$ cat src/rtl/mono_sar_pkg.sv
package mono_sar_pkg;

  typedef enum logic [2:0] {
    ST_TRACK,
    ST_WAIT_RDY,
    ST_ASK,
    ST_SETTLE,
    ST_FINISH
  } sar_state_e;

  // Decision step that switches capacitor index cap (largest cap = nbits-2).
  function automatic int step_for_cap(input int cap, input int nbits);
    return nbits - 2 - cap;
  endfunction

  // Decision step that resolves result bit b.
  function automatic int step_for_bit(input int b, input int nbits);
    return nbits - 1 - b;
  endfunction

endpackage

$ cat src/rtl/sar_edge_sync.sv
module sar_edge_sync #(
  parameter int STAGES = 2
) (
  input  logic clk,
  input  logic rst,
  input  logic async_in,
  output logic rise_o
);
  logic [STAGES:0] chain;

  always_ff @(posedge clk) begin
    if (rst) chain <= '0;
    else     chain <= {chain[STAGES-1:0], async_in};
  end

  // chain[STAGES-1] is the last synchronizer stage, chain[STAGES] its delayed copy
  assign rise_o = chain[STAGES-1] & ~chain[STAGES];
endmodule

$ cat src/rtl/sar_step_fsm.sv
module sar_step_fsm
  import mono_sar_pkg::*;
#(
  parameter int NBITS  = 11,
  parameter int STEP_W = 4
) (
  input  logic              clk,
  input  logic              rst,
  input  logic              start_i,
  input  logic              rdy_i,
  input  logic              cmp_valid_i,
  output logic              cmp_req_o,
  output logic              hold_o,
  output logic [STEP_W-1:0] step_o,
  output logic              decide_o,
  output logic              finish_o,
  output logic              overrun_o,
  output logic              in_wait_o,
  output logic              first_step_o
);
  localparam logic [STEP_W-1:0] LAST_STEP = STEP_W'(NBITS - 1);

  sar_state_e        state;
  logic [STEP_W-1:0] step;
  logic              overrun_q;

  always_ff @(posedge clk) begin
    if (rst) begin
      state     <= ST_TRACK;
      step      <= '0;
      overrun_q <= 1'b0;
    end else begin
      if (start_i && state != ST_TRACK) overrun_q <= 1'b1;
      unique case (state)
        ST_TRACK: if (start_i) begin
          state <= ST_WAIT_RDY;
          step  <= '0;
        end
        ST_WAIT_RDY: if (rdy_i) state <= ST_ASK;
        ST_ASK:      if (cmp_valid_i) state <= ST_SETTLE;
        ST_SETTLE:   if (!cmp_valid_i) begin
          if (step == LAST_STEP) state <= ST_FINISH;
          else begin
            step  <= step + 1'b1;
            state <= ST_ASK;
          end
        end
        ST_FINISH:   state <= ST_TRACK;
        default:     state <= ST_TRACK;
      endcase
    end
  end

  assign cmp_req_o    = (state == ST_ASK);
  assign hold_o       = (state != ST_TRACK);
  assign decide_o     = (state == ST_ASK) && cmp_valid_i;
  assign finish_o     = (state == ST_FINISH);
  assign in_wait_o    = (state == ST_WAIT_RDY);
  assign first_step_o = (step == '0);
  assign step_o       = step;
  assign overrun_o    = overrun_q;
endmodule

$ cat src/rtl/sar_cap_switch.sv
module sar_cap_switch
  import mono_sar_pkg::*;
#(
  parameter int NBITS  = 11,
  parameter int STEP_W = 4
) (
  input  logic              clk,
  input  logic              rst,
  input  logic              clear_i,
  input  logic              decide_i,
  input  logic [STEP_W-1:0] step_i,
  input  logic              pos_gt_i,
  output logic [NBITS-2:0]  sw_pos_o,
  output logic [NBITS-2:0]  sw_neg_o
);
  localparam int NCAP = NBITS - 1;

  for (genvar i = 0; i < NCAP; i++) begin : g_cap
    localparam logic [STEP_W-1:0] MY_STEP = STEP_W'(step_for_cap(i, NBITS));
    always_ff @(posedge clk) begin
      if (rst || clear_i) begin
        sw_pos_o[i] <= 1'b0;
        sw_neg_o[i] <= 1'b0;
      end else if (decide_i && step_i == MY_STEP) begin
        // the higher side drops its largest unswitched capacitor
        sw_pos_o[i] <= pos_gt_i;
        sw_neg_o[i] <= ~pos_gt_i;
      end
    end
  end
endmodule

$ cat src/rtl/sar_result_reg.sv
module sar_result_reg
  import mono_sar_pkg::*;
#(
  parameter int NBITS  = 11,
  parameter int STEP_W = 4
) (
  input  logic              clk,
  input  logic              rst,
  input  logic              decide_i,
  input  logic [STEP_W-1:0] step_i,
  input  logic              pos_gt_i,
  input  logic              finish_i,
  output logic [NBITS-1:0]  code_o,
  output logic              code_vld_o
);
  logic [NBITS-1:0] work;

  always_ff @(posedge clk) begin
    if (rst) begin
      work       <= '0;
      code_o     <= '0;
      code_vld_o <= 1'b0;
    end else begin
      for (int b = 0; b < NBITS; b++) begin
        if (decide_i && step_i == STEP_W'(step_for_bit(b, NBITS))) work[b] <= pos_gt_i;
      end
      if (finish_i) code_o <= work;
      code_vld_o <= finish_i;
    end
  end
endmodule

$ cat src/rtl/mono_sar_seq.sv
module mono_sar_seq #(
  parameter int NBITS       = 11,
  parameter int SYNC_STAGES = 2
) (
  input  logic             clk,
  input  logic             rst,
  input  logic             smp_clk,
  input  logic             clkgen_rdy,
  input  logic             cmp_valid,
  input  logic             cmp_pos_gt,
  output logic             hold_en,
  output logic             cmp_req,
  output logic [NBITS-2:0] sw_pos,
  output logic [NBITS-2:0] sw_neg,
  output logic [NBITS-1:0] code,
  output logic             code_vld,
  output logic             overrun
);
  localparam int STEP_W = $clog2(NBITS);

  logic              start_edge;
  logic [STEP_W-1:0] step;
  logic              decide;
  logic              finish;
  logic              in_wait;
  logic              first_step;

  sar_edge_sync #(.STAGES(SYNC_STAGES)) u_sync (
    .clk(clk), .rst(rst), .async_in(smp_clk), .rise_o(start_edge)
  );

  sar_step_fsm #(.NBITS(NBITS), .STEP_W(STEP_W)) u_fsm (
    .clk(clk), .rst(rst), .start_i(start_edge), .rdy_i(clkgen_rdy),
    .cmp_valid_i(cmp_valid), .cmp_req_o(cmp_req), .hold_o(hold_en),
    .step_o(step), .decide_o(decide), .finish_o(finish),
    .overrun_o(overrun), .in_wait_o(in_wait), .first_step_o(first_step)
  );

  sar_cap_switch #(.NBITS(NBITS), .STEP_W(STEP_W)) u_sw (
    .clk(clk), .rst(rst), .clear_i(finish), .decide_i(decide),
    .step_i(step), .pos_gt_i(cmp_pos_gt), .sw_pos_o(sw_pos), .sw_neg_o(sw_neg)
  );

  sar_result_reg #(.NBITS(NBITS), .STEP_W(STEP_W)) u_res (
    .clk(clk), .rst(rst), .decide_i(decide), .step_i(step),
    .pos_gt_i(cmp_pos_gt), .finish_i(finish), .code_o(code), .code_vld_o(code_vld)
  );
endmodule

$ cat config.mk
export PLATFORM = sky130hd
export DESIGN_NAME = mono_sar_seq
export DESIGN_NICKNAME = d
export VERILOG_FILES = /design/src/rtl/mono_sar_pkg.sv /design/src/rtl/sar_edge_sync.sv /design/src/rtl/sar_step_fsm.sv /design/src/rtl/sar_cap_switch.sv /design/src/rtl/sar_result_reg.sv /design/src/rtl/mono_sar_seq.sv
export SDC_FILE = /design/constraint.sdc
export NUM_CORES = 1
export LEC_CHECK = 0
export BUFFER_PORTS_ARGS = -buffer_cell sky130_fd_sc_hd__buf_2
export CORE_UTILIZATION = 48
export CTS_CLUSTER_DIAMETER = 150
export DETAILED_ROUTE_END_ITERATION = 12
export PLACE_DENSITY = 0.84
export SLEW_MARGIN = 10
export SYNTH_ARGS = -nofsm -noshare
export SYNTH_HDL_FRONTEND = slang
export SYNTH_SLANG_ARGS = --single-unit
$ cat constraint.sdc
create_clock -name clk -period 1.6 [get_ports clk]
set_input_delay 0.08 -clock clk [delete_from_list [all_inputs] [get_ports clk]]
set_output_delay 0.08 -clock clk [all_outputs]
set_load 0.01 [all_outputs]
[Word-level counts from Yosys, hierarchy flattened]
Index checks and enable logic that the tools add are counted.
Storage, ports and cells
  logic and storage cells: 90
  register bits after elaboration: 54
  input port bits: 6
Cells by class
  $add $sub $neg: 1
  bitwise logic cells: 3
  mux-type cells: 10
  equality and inequality tests: 19
  reductions and logical operators: 20
Operator list (count)
  == test 4 x 3 -> 1 bit, second input constant: 4
  two-way mux 3 bit: 5
  logical AND 1 bit: 13
  == test 4 bit, second input constant: 3
  two-way mux 4 bit: 3
  case mux 3 bit (4 select lines): 1
  == test 4 x 2 -> 1 bit, second input constant: 2
  != test 2 bit, second input constant: 4
  case mux 4 bit (2 select lines): 1
  AND reduction 4 bit: 2
  == test 3 x 2 -> 1 bit, second input constant: 2
  adder 4 x 1 -> 4 bit, second input constant: 1
  == test 4 x 1 -> 1 bit, second input constant: 1
  logical NOT 4 bit: 1
  == test 3 x 1 -> 1 bit, second input constant: 1
  == test 3 bit, second input constant: 1
  logical NOT 3 bit: 1
  nonzero test 3 bit: 1
  != test 2 x 1 -> 1 bit, second input constant: 1
  NOT 1 bit: 2
  nonzero test 2 bit: 1
  bitwise AND 1 bit: 1
  logical OR 1 bit: 1

[Depth between registers and ports, before layout]
  depth after elaboration: 4
  gate-level depth with buffers: 6
  gate-level depth less buffers: 6

[Cells and area by module]
A second synthesis with hierarchy kept.
Unflattened totals
  cell total of the unflattened synthesis: 234
  area total of the unflattened synthesis: 2337.2 sq um
Modules (own cells, without submodules)
  sar_result_reg: area an instance 920.9 sq um, cells an instance 90, instances 1, sequential area each 460.4 sq um
  sar_cap_switch: area an instance 827.0 sq um, cells an instance 82, instances 1, sequential area each 400.4 sq um
  sar_step_fsm: area an instance 501.7 sq um, cells an instance 55, instances 1, sequential area each 160.2 sq um
  sar_edge_sync: area an instance 87.6 sq um, cells an instance 7, instances 1, sequential area each 60.1 sq um

[Worst setup path after synthesis]
OpenSTA, ideal clock, no wires.
  path kind: reg2reg
  start point: register u_fsm.step[0], in the netlist u_fsm.step_o[0]
  end point: register u_fsm.step[3], in the netlist u_fsm.step_o[3]
  setup slack: -0.018 ns
  path buffers: 0
  arrival time: 1.548 ns
  data required time: 1.530 ns
  library setup time: 0.070 ns
  cell stages (with the launch flop): 7
  path through: dfxtp_1 -> inv_1 -> ha_1 -> nand3b_2 -> a32oi_2 -> or4_1 -> a21oi_1
Between the ends
  cells in the longest elaborated chain, start to end: 4
  elaborated cells between the ends (all ways): 7
  those cells by class: add/sub (1); eq/ne (2); mux (3); reduce/logical (1)
Ends and longest elaborated chain
  start: declaration: RTL line sar_step_fsm.sv:24  | logic [STEP_W-1:0] step;
  start signal: assignment: RTL line sar_step_fsm.sv:44  | step <= step + 1'b1;
  adder 4 x 1 -> 4 bit: RTL line sar_step_fsm.sv:44
  two-way mux 4 bit: RTL line sar_step_fsm.sv:42  | if (step == LAST_STEP) state <= ST_FINISH;
  two-way mux 4 bit: RTL line sar_step_fsm.sv:41  | ST_SETTLE: if (!cmp_valid_i) begin
  case mux 4 bit (2 select lines): RTL line sar_step_fsm.sv:34  | unique case (state)
Parallel ways exist; a longest one is shown, timed or not. The select of a mux whose other input is x is not followed.
A chain may end at the register's enable or synchronous reset.

[Worst setup path after layout]
  start point: register u_fsm.step[0], in the netlist u_fsm.step_o[0]
  end point: register u_res.work[0]
Between the ends
  cells in the longest elaborated chain, start to end: 2
Ends and longest elaborated chain
  == test 4 bit: RTL line sar_result_reg.sv:25  | if (decide_i && step_i == STEP_W'(step_for_bit(b, NBITS))) work[b] <= pos_gt_i;
  logical AND 1 bit: RTL line sar_result_reg.sv:25
  end signal: indexed assignment: RTL line sar_result_reg.sv:25
  end: declaration: RTL line sar_result_reg.sv:16  | logic [NBITS-1:0] work;
No other way between the ends.

==> results.yml <==
worst_setup_path:
  cp_max_fo: 4
  crit_type: "flip-flop to flip-flop"
  cp.buffers_inverters: 2
  max_stage_delay_ns: 0.33
  worstSetupStartpointType: "flip-flop"
  cp_cell_sequence: "inv_1, ha_2, nand3b_2, buf_4, nor4_1, mux2i_1, nor2_1"
  crit_family: "simple AND/OR/NAND/NOR gates"
  cp.arrival_ns: 1.71
  critical_path.slowest_cell: "sky130_fd_sc_hd__dfxtp_2"
  setup.worst_path.end_class: "flip-flop"
  required_worst_endpoint_ns: 1.81
die:
  core_box_area_um2: 4060
  die_width_um: 67.6
  design.portCount: 41
  die_height_um: 67.6
  rows: 23
  floorplan.initialDensity: 0.509
  die_area_um2: 4570
routing:
  routed_metal_1_wirelength_mm: 1.99
  dr.max_layer_used: "met4"
  via_count: 1677
  drt-wirelength-per-cell_um: 14.4
  routed-wl-met2_mm: 2.13
  vias_per_cell: 5.46
  ant_nets: 0
  detailed_routing_iterations_pass_1: 4
  final_wirelength_mm: 4.42
  detail_route.iter0.violations: 105
  met3_length_um: 196
  detail_route.drc_violations: 0
clock_network:
  cts.htree.levels: 2
  numClockSinks: 54
  cts-root-to-sink-buffers: 2
  cts_inserted_buffers: 5
  tritoncts_clock_tree: "yes"
  clk_latency_ns: 0.31
  clock-root-buffer: "sky130_fd_sc_hd__clkbuf_8"
  worst_setup_hold_path_clk_slew_ns: 0.10
global_routing:
  globalRouteTotalUtil: 0.212
  number_of_global_route_vias_before_repair: 1594
  grt_max_degree: 18
  globalRouteOverflowTotal: 0
  antenna_found_initial: 0
  grt_first_pass_wirelength_mm: 7.12
sta:
  tns_ns: 0
  rsz_0062_raised_after_global_routing: "false"
  fmaxAchievable_mhz: 664
  minimum_setup_slack_in_the_final_design_ns: 0.0945
  timing.clock.skew_ns: 0.00865
  max_slew.worst_pin.slew_ns: 0.457
  drv_slew: 0
  fin_worst_hold_slack_ns: 0.0839
  finalCritPeriodShare: 0.941
  report.final.setup_viol: 0
  max_slew_headroom_at_the_worst_pin: 0.688
  finalWorstPathRequiredPeriod_ns: 1.51
  hold_viol_final: 0
yosys:
  edff_count_synth: 0
  avgSynthCellArea_um2: 9.99
  netlist_top_cells_area: "sky130_fd_sc_hd__dfxtp_1 52%, sky130_fd_sc_hd__mux2i_1 8.2%, sky130_fd_sc_hd__a22o_1 4.7%, sky130_fd_sc_hd__nand3_1 4.4%, sky130_fd_sc_hd__o21ai_0 4.4%"
  syn-cell-area_um2: 2070
  synth_area_leader_cell: "sky130_fd_sc_hd__dfxtp_1"
  register_area_share_after_synthesis: 0.523
  mappedNetlistNets: 217
  postSynth.topFlopCell: "sky130_fd_sc_hd__dfxtp_1"
  synth.top_cell.area_share: 0.523
  ys.warnings.count: 0
  synth_cells: 207
  ys_types: 31
  synthArstFlopShare: 0
  postSynthRegisterBits: 54
power:
  power.density_cell_area_nw_per_um2: 969
  leakagePower_nw: 1.16
  power.total_mw: 2.44
  peakVddDrop_mv: 0.458
placement:
  routabilityCongestion: 0.871
  port_buffer_count: 40
  placedCellCount: 298
  dp_hpwl_mm: 3.14
  pre_cts_ws_ns: -0.0126
  postPlaceCellArea_um2: 2370
finish:
  final_cells: 307
  fin_area_um2: 2520
  layout-drive-gt1-share: 0.284
  finish.net_count: 266
  diodes: 0
  layout_overhead_on_the_synthesized_area_pct: 21.8
  layout.core_utilization: 0.620
run_status:
  outcome: "finished, final reports clean"
run:
  drv.max_cap_violation_count: 0
hold_path:
  holdCritPathClass: "primary input to flip-flop"
-- worst register-to-register path: stages, from the launching register on --
cell and delay [ns]:
sky130_fd_sc_hd__dfxtp_2 0.33, sky130_fd_sc_hd__inv_1 0.07, sky130_fd_sc_hd__ha_2 0.21, sky130_fd_sc_hd__nand3b_2 0.09
sky130_fd_sc_hd__buf_4 0.15, sky130_fd_sc_hd__nor4_1 0.26, sky130_fd_sc_hd__mux2i_1 0.23, sky130_fd_sc_hd__nor2_1 0.06
-- path summary, 6_finish.rpt --
kind	startpoint	endpoint	slack, ns	depth (start not counted)
worst max-delay path	u_fsm.step_o[0]	u_res.work[0]	0.09	7
worst min-delay path	rst	u_sync.chain[2]	0.08	2
worst max register to register	u_fsm.step_o[0]	u_res.work[0]	0.09	7
worst min register to register	u_sync.chain[0]	u_sync.chain[1]	0.45	1
-- synthesized netlist by cell type (3+ instances only) --
master / count
sky130_fd_sc_hd__nand2_1: 5
sky130_fd_sc_hd__ha_1: 4
sky130_fd_sc_hd__nand3_1: 18
sky130_fd_sc_hd__nor2_1: 22
sky130_fd_sc_hd__inv_1: 7
sky130_fd_sc_hd__nand3b_1: 4
sky130_fd_sc_hd__a22o_1: 11
sky130_fd_sc_hd__nand4_1: 6
sky130_fd_sc_hd__o21ai_0: 18
sky130_fd_sc_hd__a21oi_1: 5
sky130_fd_sc_hd__mux2i_1: 17
sky130_fd_sc_hd__clkbuf_1: 3
sky130_fd_sc_hd__buf_2: 6
sky130_fd_sc_hd__dfxtp_1: 54
sky130_fd_sc_hd__nor2b_1: 5
sky130_fd_sc_hd__nor4_1: 4
-- report_power, final --
part	internal (mW)	switching, mW
clock	0.515	0.437
combinational	0.0469	0.0759
sequential	1.35	0.0131
-- cell usage in the layout (no fill, tap or decap), drive strengths merged, types with 4 or more instances in the layout --
cell / Yosys / routed
a22o: 11 / 11
nor2b: 5 / 5
nand4: 6 / 6
nand3: 18 / 18
inv: 7 / 8
nor2: 22 / 22
clkbuf: 3 / 6
mux2i: 17 / 17
nand2: 5 / 5
buf: 7 / 51
a21oi: 5 / 5
ha: 4 / 4
o21ai: 18 / 18
dfxtp: 54 / 54
nand3b: 5 / 5
nor4: 4 / 4
-- sequential cells by signal, indices dropped and copies added (netlist names) --
register          cells
u_fsm.state           3
u_res.work           11
u_sw.sw_pos_o        10
u_res.code_vld_o      1
u_sync.chain          3
u_res.code_o         11
u_fsm.step_o          4
u_sw.sw_neg_o        10
u_fsm.overrun_o       1
-- logic make-up after synthesis --
group	share of synthesized area
simple gates	0.202
flops	0.523
fa+ha+maj	0.0242
compound gates	0.131
buf+inv	0.0381
mux	0.0823
-- routing by layer --
metal | GRT usage | vias to the layer above
met5 | 0 | -
met4 | 0.114 | 0
met3 | 0.0321 | 10
met2 | 0.366 | 51
met1 | 0.250 | 778
li1 | - | 838
-- timing repair --
item / CTS / global route
setup endpoints to repair: 6 / 4
hold buffers: 1 / 0
hold endpoints to repair: 1 / 0
gates resized for setup: 3 / 5
buffers inserted: 0 / 0
pin swaps: 0 / 3
-- area by class of cell --
class                      instances  area [um^2]
multi-input combinational        136          927
clock buffer                       6         82.6
clock inverter                     2         38.8
timing repair buffer              52          293
tap                               50         62.6
sequential                        54         1090
fill                             324         1540
inverter                           7         26.3
No activity file was read; power rests on OpenSTA's default activity.
